===== config.mk =====
export PLATFORM = sky130hd
export DESIGN_NAME = xlat_unit
export DESIGN_NICKNAME = d
export VERILOG_FILES = /design/src/rtl/xlat_pkg.sv /design/src/rtl/xlat_window.sv /design/src/rtl/xlat_tlb_array.sv /design/src/rtl/xlat_unit.sv
export SDC_FILE = /design/constraint.sdc
export NUM_CORES = 2
export LEC_CHECK = 0
export ABC_CLOCK_PERIOD_IN_PS = 7100
export BUFFER_PORTS_ARGS = -buffer_cell sky130_fd_sc_hd__buf_2
export CAP_MARGIN = 20
export CORE_ASPECT_RATIO = 1.1
export CORE_MARGIN = 1.5
export CORE_UTILIZATION = 55
export CTS_BUF_LIST = sky130_fd_sc_hd__clkbuf_16
export CTS_CLUSTER_DIAMETER = 120
export DETAILED_ROUTE_END_ITERATION = 10
export PLACE_DENSITY = 0.74
export SLEW_MARGIN = 20
export SYNTH_ARGS = -nofsm -noshare
export SYNTH_HDL_FRONTEND = slang
export SYNTH_SLANG_ARGS = --single-unit

===== constraint.sdc =====
create_clock -name clk -period 7.1 [get_ports clk]
set_input_delay 0 -clock clk [delete_from_list [all_inputs] [get_ports clk]]
set_output_delay 0 -clock clk [all_outputs]
set_load 0.05 [all_outputs]

===== src/rtl/xlat_pkg.sv =====
package xlat_pkg;
    typedef enum logic [0:0] {
        ST_READY = 1'b0,
        ST_MISS  = 1'b1
    } xlat_state_e;
endpackage


===== src/rtl/xlat_window.sv =====
module xlat_window #(
    parameter int TAG_W = 8
) (
    input  logic             clk,
    input  logic             rst_n,
    input  logic             wr_en,
    input  logic [TAG_W-1:0] wr_base,
    input  logic [TAG_W-1:0] wr_mask,
    input  logic             wr_enable,
    input  logic [TAG_W-1:0] tag,
    output logic             match
);
    logic [TAG_W-1:0] base_q;
    logic [TAG_W-1:0] mask_q;
    logic             en_q;

    always_ff @(posedge clk) begin
        if (!rst_n) begin
            base_q <= '0;
            mask_q <= '0;
            en_q   <= 1'b0;
        end else if (wr_en) begin
            base_q <= wr_base;
            mask_q <= wr_mask;
            en_q   <= wr_enable;
        end
    end

    // Bits set in the mask are excluded from the comparison.
    assign match = en_q && (((tag ^ base_q) & ~mask_q) == '0);

    assert_disabled_after_reset_R1: assert property (@(posedge clk)
        !rst_n |=> !match);
endmodule


===== src/rtl/xlat_tlb_array.sv =====
module xlat_tlb_array #(
    parameter int NUM_ENTRIES = 22,
    parameter int LPN_W       = 20,
    parameter int PPN_W       = 20,
    parameter int IDX_W       = 5
) (
    input  logic                   clk,
    input  logic                   rst_n,
    input  logic                   flush,
    input  logic [LPN_W-1:0]       lk_lpn,
    output logic                   hit,
    output logic [PPN_W-1:0]       hit_ppn,
    output logic                   hit_wp,
    input  logic                   wr_en,
    input  logic [LPN_W-1:0]       wr_lpn,
    input  logic [PPN_W-1:0]       wr_ppn,
    input  logic                   wr_wp,
    output logic [NUM_ENTRIES-1:0] valid_vec
);
    logic [NUM_ENTRIES-1:0] valid_q;
    logic [LPN_W-1:0]       lpn_q [NUM_ENTRIES];
    logic [PPN_W-1:0]       ppn_q [NUM_ENTRIES];
    logic [NUM_ENTRIES-1:0] wp_q;
    logic [IDX_W-1:0]       rr_q;

    logic [NUM_ENTRIES-1:0] match_vec;
    logic [NUM_ENTRIES-1:0] dup_vec;

    for (genvar i = 0; i < NUM_ENTRIES; i++) begin : g_cmp
        assign match_vec[i] = valid_q[i] && (lpn_q[i] == lk_lpn);
        assign dup_vec[i]   = valid_q[i] && (lpn_q[i] == wr_lpn);
    end

    // Read side: pick the lowest matching index.
    logic [IDX_W-1:0] hit_idx;
    always_comb begin
        hit_idx = '0;
        for (int i = NUM_ENTRIES - 1; i >= 0; i--) begin
            if (match_vec[i]) hit_idx = IDX_W'(i);
        end
    end

    assign hit     = |match_vec;
    assign hit_ppn = ppn_q[hit_idx];
    assign hit_wp  = wp_q[hit_idx];

    // Write side: existing page, else lowest free slot, else round-robin victim.
    logic [IDX_W-1:0] dup_idx;
    logic [IDX_W-1:0] free_idx;
    logic             dup_found;
    logic             free_found;
    logic [IDX_W-1:0] tgt_idx;
    logic             use_rr;

    always_comb begin
        dup_idx  = '0;
        free_idx = '0;
        for (int i = NUM_ENTRIES - 1; i >= 0; i--) begin
            if (dup_vec[i])  dup_idx  = IDX_W'(i);
            if (!valid_q[i]) free_idx = IDX_W'(i);
        end
        dup_found  = |dup_vec;
        free_found = ~&valid_q;
        use_rr     = !dup_found && !free_found;
        if (dup_found)       tgt_idx = dup_idx;
        else if (free_found) tgt_idx = free_idx;
        else                 tgt_idx = rr_q;
    end

    always_ff @(posedge clk) begin
        if (!rst_n) begin
            valid_q <= '0;
            wp_q    <= '0;
            rr_q    <= '0;
        end else if (flush) begin
            valid_q <= '0;
            rr_q    <= '0;
        end else if (wr_en) begin
            valid_q[tgt_idx] <= 1'b1;
            wp_q[tgt_idx]    <= wr_wp;
            if (use_rr) begin
                rr_q <= (rr_q == IDX_W'(NUM_ENTRIES - 1)) ? '0 : rr_q + 1'b1;
            end
        end
    end

    always_ff @(posedge clk) begin
        if (rst_n && !flush && wr_en) begin
            lpn_q[tgt_idx] <= wr_lpn;
            ppn_q[tgt_idx] <= wr_ppn;
        end
    end

    assign valid_vec = valid_q;

    assert_single_match_R9: assert property (@(posedge clk) disable iff (!rst_n)
        $onehot0(match_vec));
    assert_flush_empties_R10: assert property (@(posedge clk) disable iff (!rst_n)
        flush |=> (valid_q == '0) && (rr_q == '0));
    assert_pointer_range_R8: assert property (@(posedge clk) disable iff (!rst_n)
        rr_q < IDX_W'(NUM_ENTRIES));
    assert_refill_never_shrinks_R7: assert property (@(posedge clk) disable iff (!rst_n)
        (wr_en && !flush) |=> ($countones(valid_q) >= $countones($past(valid_q))) && (valid_q != '0));
endmodule


===== src/rtl/xlat_unit.sv =====
module xlat_unit
    import xlat_pkg::*;
#(
    parameter int ADDR_W      = 32,
    parameter int PAGE_BITS   = 12,
    parameter int NUM_ENTRIES = 22,
    parameter int WIN_BITS    = 8,
    parameter int NUM_WIN     = 2
) (
    input  logic                      clk,
    input  logic                      rst_n,
    input  logic                      lk_valid,
    input  logic [ADDR_W-1:0]         lk_addr,
    input  logic                      lk_write,
    output logic                      lk_ready,
    output logic                      rsp_valid,
    output logic                      rsp_hit,
    output logic                      rsp_fault,
    output logic [ADDR_W-1:0]         rsp_paddr,
    output logic                      tlb_miss,
    input  logic                      rf_valid,
    input  logic [ADDR_W-PAGE_BITS-1:0] rf_lpn,
    input  logic [ADDR_W-PAGE_BITS-1:0] rf_ppn,
    input  logic                      rf_wp,
    input  logic                      flush,
    input  logic                      cfg_we,
    input  logic [((NUM_WIN > 1) ? $clog2(NUM_WIN) : 1)-1:0] cfg_sel,
    input  logic [WIN_BITS-1:0]       cfg_base,
    input  logic [WIN_BITS-1:0]       cfg_mask,
    input  logic                      cfg_en
);
    localparam int LPN_W = ADDR_W - PAGE_BITS;
    localparam int IDX_W = (NUM_ENTRIES > 1) ? $clog2(NUM_ENTRIES) : 1;
    localparam int SEL_W = (NUM_WIN > 1) ? $clog2(NUM_WIN) : 1;

    xlat_state_e state_q, state_d;

    // Window bank
    logic [NUM_WIN-1:0] win_match;
    for (genvar w = 0; w < NUM_WIN; w++) begin : g_win
        xlat_window #(.TAG_W(WIN_BITS)) u_win (
            .clk       (clk),
            .rst_n     (rst_n),
            .wr_en     (cfg_we && (cfg_sel == SEL_W'(w))),
            .wr_base   (cfg_base),
            .wr_mask   (cfg_mask),
            .wr_enable (cfg_en),
            .tag       (lk_addr[ADDR_W-1 -: WIN_BITS]),
            .match     (win_match[w])
        );
    end
    // Lowest-numbered window first; any window overrides the cache.
    logic win_hit;
    assign win_hit = |win_match;

    // Page cache
    logic                   tlb_hit;
    logic [LPN_W-1:0]       tlb_ppn;
    logic                   tlb_wp;
    logic [NUM_ENTRIES-1:0] valid_vec;

    xlat_tlb_array #(
        .NUM_ENTRIES (NUM_ENTRIES),
        .LPN_W       (LPN_W),
        .PPN_W       (LPN_W),
        .IDX_W       (IDX_W)
    ) u_tlb (
        .clk       (clk),
        .rst_n     (rst_n),
        .flush     (flush),
        .lk_lpn    (lk_addr[ADDR_W-1:PAGE_BITS]),
        .hit       (tlb_hit),
        .hit_ppn   (tlb_ppn),
        .hit_wp    (tlb_wp),
        .wr_en     (rf_valid && !flush),
        .wr_lpn    (rf_lpn),
        .wr_ppn    (rf_ppn),
        .wr_wp     (rf_wp),
        .valid_vec (valid_vec)
    );

    logic accept;
    logic look_miss;
    assign lk_ready  = (state_q == ST_READY);
    assign accept    = lk_valid && lk_ready && !flush;
    assign look_miss = !win_hit && !tlb_hit;
    assign tlb_miss  = (state_q == ST_MISS);

    // Next state
    always_comb begin
        state_d = state_q;
        unique case (state_q)
            ST_READY: if (accept && look_miss) state_d = ST_MISS;
            ST_MISS:  if (flush || rf_valid)   state_d = ST_READY;
            default:  state_d = ST_READY;
        endcase
    end

    always_ff @(posedge clk) begin
        if (!rst_n) state_q <= ST_READY;
        else        state_q <= state_d;
    end

    // Registered response
    always_ff @(posedge clk) begin
        if (!rst_n) begin
            rsp_valid <= 1'b0;
            rsp_hit   <= 1'b0;
            rsp_fault <= 1'b0;
            rsp_paddr <= '0;
        end else if (accept) begin
            rsp_valid <= 1'b1;
            if (win_hit) begin
                rsp_hit   <= 1'b1;
                rsp_fault <= 1'b0;
                rsp_paddr <= lk_addr;
            end else if (tlb_hit && lk_write && tlb_wp) begin
                rsp_hit   <= 1'b0;
                rsp_fault <= 1'b1;
                rsp_paddr <= '0;
            end else if (tlb_hit) begin
                rsp_hit   <= 1'b1;
                rsp_fault <= 1'b0;
                rsp_paddr <= {tlb_ppn, lk_addr[PAGE_BITS-1:0]};
            end else begin
                rsp_hit   <= 1'b0;
                rsp_fault <= 1'b0;
                rsp_paddr <= '0;
            end
        end else begin
            rsp_valid <= 1'b0;
            rsp_hit   <= 1'b0;
            rsp_fault <= 1'b0;
        end
    end

    assert_quiet_when_idle_R4: assert property (@(posedge clk) disable iff (!rst_n)
        !rsp_valid |-> (!rsp_hit && !rsp_fault));
    assert_hit_fault_exclusive_R5: assert property (@(posedge clk) disable iff (!rst_n)
        $onehot0({rsp_hit, rsp_fault}));
    assert_miss_has_response_R6: assert property (@(posedge clk) disable iff (!rst_n)
        $rose(tlb_miss) |-> (rsp_valid && !rsp_hit && !rsp_fault));
    assert_miss_blocks_lookup_R6: assert property (@(posedge clk) disable iff (!rst_n)
        tlb_miss |=> !rsp_valid);
    assert_refill_releases_R7: assert property (@(posedge clk) disable iff (!rst_n)
        (tlb_miss && rf_valid) |=> !tlb_miss);
    assert_flush_clears_R10: assert property (@(posedge clk) disable iff (!rst_n)
        flush |=> (!tlb_miss && !rsp_valid));
    assert_window_identity_R2: assert property (@(posedge clk) disable iff (!rst_n)
        (accept && win_hit) |=> (rsp_hit && !rsp_fault && rsp_paddr == $past(lk_addr)));
    assert_window_no_alloc_R3: assert property (@(posedge clk) disable iff (!rst_n)
        (accept && win_hit && !rf_valid) |=> $stable(valid_vec));
endmodule


Yosys cells after proc, flatten, opt, wreduce, memory -nomap -nowiden --
Memories as Yosys holds them, arrays and structs flattened. Index checks and enable logic that the tools add are counted.
Cells by class: add/sub/neg operators 1, order comparisons 3, equal/unequal tests 45, muxes and demuxes 87, bitwise gates (word level) 12, reduce and logical (&&, ||, !) cells 75
Operators by type and width (count):
- $eq 20x20->1 | 44
- $mux 5 | 69
- $mux 32 | 3
- $logic_and 1x1->1 | 59
- $reduce_or 22->1 | 2
- $bwmux 22 | 1
- $or 22x22->22 | 1
- $reduce_and 22->1 | 1
- $and 8x8->8 | 2
- $logic_not 8->1 | 2
- $not 8->8 | 2
- $xor 8x8->8 | 2
- $lt 5x6->1 const B | 2
- $mux 1 | 11
- $reduce_and 2->1 | 3
- $add 5x1->5 const B | 1
- $bmux 1 s5 | 1
- $demux 1 s5 | 1
- $eq 5x5->1 const B | 1
- $ge 5x1->1 const B | 1
- $not 1->1 | 5
- $logic_not 1->1 | 4
- $reduce_or 2->1 | 2
- $reduce_or 4->1 | 1
- 2 further kinds | 2
Storage, ports and cells: flip-flop bits (word level) 119, bits in writable memories 880, input bits 98, output and inout bits 37, word-level logic and storage cells 239, memories 2
Memory list:
- u_tlb.lpn_q | depth 22, bits a word 20, read ports 22, clocked after memory_dff 0, wr ports 1, RTL line xlat_tlb_array.sv:21 | logic [LPN_W-1:0] lpn_q [NUM_ENTRIES];
- u_tlb.ppn_q | depth 22, bits a word 20, read ports 1, clocked after memory_dff 0, wr ports 1, RTL line xlat_tlb_array.sv:22 | logic [PPN_W-1:0] ppn_q [NUM_ENTRIES];

Logic depth before layout (Yosys ltp) --
depth after elaboration 30, depth in mapped cells 19

Modules after synthesis --
Synthesis repeated with hierarchy kept, for this count alone.
Second synthesis, totals: cells, all modules 3786, area total of the unflattened synthesis 49064.6 um2
By module, submodules not included:
- xlat_tlb_array | instances 1, cells each 3458, area each 45959.1 um2, seq. area each 27406.3 um2
- xlat_unit | instances 1, cells each 190, area each 1606.5 um2, seq. area each 720.7 um2
- xlat_window | instances 2, cells each 69, area each 749.5 um2, seq. area each 340.3 um2

Worst setup path after synthesis --
Ideal clock, no wire load.
path kind in2reg, start input port rf_lpn[8], end memory u_tlb.lpn_q[20][0], enable pin, setup time 0.487 ns, arrival 5.802 ns, required time 6.613 ns, setup slack 0.811 ns, stages 15, buffers on the path 4, path through clkbuf_1 buf_2 buf_1 xor2_1 nor4bb_1 nand4_1 o41ai_1 a31oi_1 o211ai_1 a31oi_1 o311ai_0 and2_1 clkbuf_1 nand3b_1 nor3_1
Between the ends: cells in the longest elaborated chain, start to end 25, elaborated cells between the ends (all ways) 68
RTL lines:
- from (decl) | RTL line xlat_unit.sv:22 | input logic [ADDR_W-PAGE_BITS-1:0] rf_lpn,
- $eq 20x20->1 | RTL line xlat_tlb_array.sv:31 | assign dup_vec[i] = valid_q[i] && (lpn_q[i] == wr_lpn);
- $logic_and 1x1->1 | RTL line xlat_tlb_array.sv:31
- $mux 5 (22 in series) | RTL line xlat_tlb_array.sv:59 | if (dup_vec[i]) dup_idx = IDX_W'(i);
- $mux 5 (*) | RTL line xlat_tlb_array.sv:65 | if (dup_found) tgt_idx = dup_idx;
- to (decl) | RTL line xlat_tlb_array.sv:21
Mark *: on every way between the ends. The rest lies on a longest branch, timed or not.

Worst setup path in the final report --
start input port rf_lpn[3], end memory u_tlb.lpn_q[19][17], enable pin
Same word-level chain as after synthesis.

==> impl_metrics.yaml <==
critical_path:
  crit_fanout: 22
  cp-start-kind: "input port"
  worstPathRequired_ps: 7470
  arrival_ps: 6220
  crit_path_end_kind: "flip-flop"
  cp_slowest_cell: "nor2_4"
  path_class: "in2reg"
  cp_cell_sequence: "dlygate4sd3_1 > buf_2 > xnor2_1 > nand2_1 > or3b_2 > or4_1 > a211oi_1 > o211ai_1 > a31oi_1 > o211ai_1 > a31oi_1 > nand2_1 > nor2_1 > nor2_1 > nor2_4 > buf_4"
  cp_slowest_stage_delay_ps: 840
die:
  die_w_um: 288
  dieArea_um2: 91300
  io_pins: 135
  initial_utilization_pct: 55.8
  die_h_um: 317
  num_rows: 114
  core_um2: 88300
global_routing:
  grt_max_degree: 64
  grt_pass1_vias: 35925
  grt_antenna_before_repair: 2
  grt_use_met3_pct: 6.59
  grt-ovfl-total: 0
  grt_use_met1_pct: 46.9
  grtUsageMet2_pct: 57.7
  grt_busiest_layer: "met2"
  grtUsageTotal_pct: 36.0
  grt_pass1_wl_um: 238000
final_layout:
  fillCellCount: 6708
  drive_gt1_share_pct: 11.7
  multi_input_area_um2: 19400
  area_growth_pct: 13.7
  final_common_cell: "edfxtp_1"
  layout_common_cells: "edfxtp_1, xnor2_1, nand2_1, nand4_1, xor2_1"
  regArea_um2: 28800
  nets: 4443
sta:
  finalHoldViolations: 0
  min_period_ps: 5850
  max_freq_mhz: 171
  worstMarginPinSlew_ps: 1110
  fin_crit_sh_pct: 82.3
  fin_setup_tns_ps: 0
  maxSlewHeadroom_pct: 26.2
  final.setup.worst_slack_ps: 1250
  finalClockSkew_ps: 32.4
  rsz0062_at_grt: "false"
  setup_violations: 0
  slew_violations: 0
synthesis:
  yosys.cell_types.count: 84
  synth-seq-cells: 999
  async_flop_share_pct: 0
  yosysWarnings: 0
  syn_avg_cell_area_um2: 11.9
  ys.flop_type: "edfxtp_1"
  syn_area_um2: 49200
  synth_cells: 4141
  ys_seq_area_share_pct: 58.5
  synth_edf_count: 880
  synth_fp_nets: 4241
clock_network:
  cts.repair.resized: 0
  cts-root-buf: "clkbuf_16"
  cts_buffers: 102
  post_cts_buffers: 0
  cts.path.max_buffers: 3
  cts_tree: "done"
  htree_levels: 3
  clock_latency_ps: 710
  clkTransAtPathRegs_ps: 60
  hold_buffers: 79
  cts.sinks: 999
worst_hold_path:
  hp-class: "in2reg"
place:
  place_congestion: 1.03
  preCtsSetupSlack_ps: 1310
  dp.final_hpwl_um: 111000
  place.port_buffers: 134
route:
  first_pass_iters: 8
  dr.first_iter.drc_count: 4569
  final_antenna_net_count: 0
  vias_per_cell: 6.55
  drcViolationCount: 0
  wl_um: 166000
  via_count: 36640
  wire_per_inst_um: 29.7
pwr:
  ir_drop_mv: 0.239
  leakage_nw: 18.0
  power_density_nw_per_um2: 233
job:
  maxCapViolations: 0
status:
  outcome: "finished, final reports clean"
## report_power, final
part / switching, mW / total, mW / internal [mW]
sequential: 0.0124 / 6.41 / 6.40
clock: 2.40 / 5.73 / 3.32
combinational: 0.601 / 0.882 / 0.281
total: 3.02 / 13.0 / 10.0
## stage by stage
stage	utilization, %	power (mW)	cell area, um2	hold WS (ps)	cells
detailed placement	58.4	7.36	51600	213	5320
floorplan	-	7.01	49200	98.9	4141
global route	63.4	13.3	56000	34.8	5591
global placement	58.4	7.36	51600	212	5320
finish	63.4	13.0	56000	69.6	5591
CTS	63.4	13.0	56000	14.7	5590
## path summary, 6_finish.rpt
| check | from | end | slack (ps) | cells past startpoint |
|---|---|---|---|---|
| max | rf_lpn[3] | u_tlb.lpn_q[19][17]$_DFFE_PP_ | 1250 | 16 |
| min | lk_addr[4] | rsp_paddr[4]$_SDFFE_PN0P_ | 70 | 3 |
| max reg2reg | u_tlb.lpn_q[20][19]$_DFFE_PP_ | u_tlb.ppn_q[8][0]$_DFFE_PP_ | 1340 | 14 |
| min reg2reg | g_win[0].u_win.mask_q[7]$_SDFFE_PN0P_ | g_win[0].u_win.mask_q[7]$_SDFFE_PN0P_ | 460 | 2 |
## sequential cells by signal (all words and copies together) (netlist names)
| name | cells |
|---|---|
| g_win.u_win.base_q | 16 |
| g_win.u_win.en_q | 2 |
| g_win.u_win.mask_q | 16 |
| rsp_fault | 1 |
| rsp_hit | 1 |
| rsp_paddr | 32 |
| rsp_valid | 1 |
| tlb_miss | 1 |
| u_tlb.lpn_q | 440 |
| u_tlb.ppn_q | 440 |
| u_tlb.rr_q | 5 |
| u_tlb.valid_vec | 22 |
| u_tlb.wp_q | 22 |
## logic make-up after synthesis
kind of cell | after synthesis | synth area share, %
XOR/XNOR | 895 | 15.9
buffers and inverters | 267 | 2.46
AO/OA/AOI/OAI | 430 | 5.69
multiplexers | 76 | 1.56
AND/OR/NAND/NOR | 1472 | 15.8
adder cells (fa/ha/maj) | 2 | 0.0508
flip-flops | 999 | 58.5
## synthesized netlist by cell type, types with 66 or more instances
| cell | count | area (um2) |
|---|---|---|
| o21ai_0 | 66 | 330 |
| nand4_1 | 271 | 1700 |
| mux2i_1 | 70 | 701 |
| nand2_1 | 505 | 1900 |
| clkbuf_1 | 98 | 368 |
| edfxtp_1 | 880 | 26400 |
| nor4_1 | 128 | 801 |
| a21oi_1 | 153 | 766 |
| nand3_1 | 153 | 766 |
| xnor2_1 | 659 | 5770 |
| buf_2 | 107 | 536 |
| dfxtp_1 | 119 | 2380 |
| xor2_1 | 236 | 2070 |
| nor2_1 | 95 | 357 |
## critical path, delay by kind of cell
family | cells | cell delay (ps)
and+or+nand+nor | 7 | 2490
AOI/OAI and AO/OA | 5 | 1820
buffers and inverters | 3 | 1630
xor gates and xnor gates | 1 | 220
## area by class of cell
type / count / area share, %
Tap cell: 1160 / 2.59
Inverter: 27 / 0.181
Timing Repair Buffer: 338 / 4.63
Clock buffer: 103 / 4.60
Clock inverter: 88 / 1.83
Multi-Input combinational cell: 2875 / 34.7
Antenna cell: 1 / 0.00447
Sequential cell: 999 / 51.5
## layer usage
layer  vias to the layer above  wire (um)
li1                      15687          -
met1                     18080      62600
met2                      2363      76900
met3                       508      16900
met4                         2       9800
met5                         -         12
No activity file was read; power rests on OpenSTA's default activity.
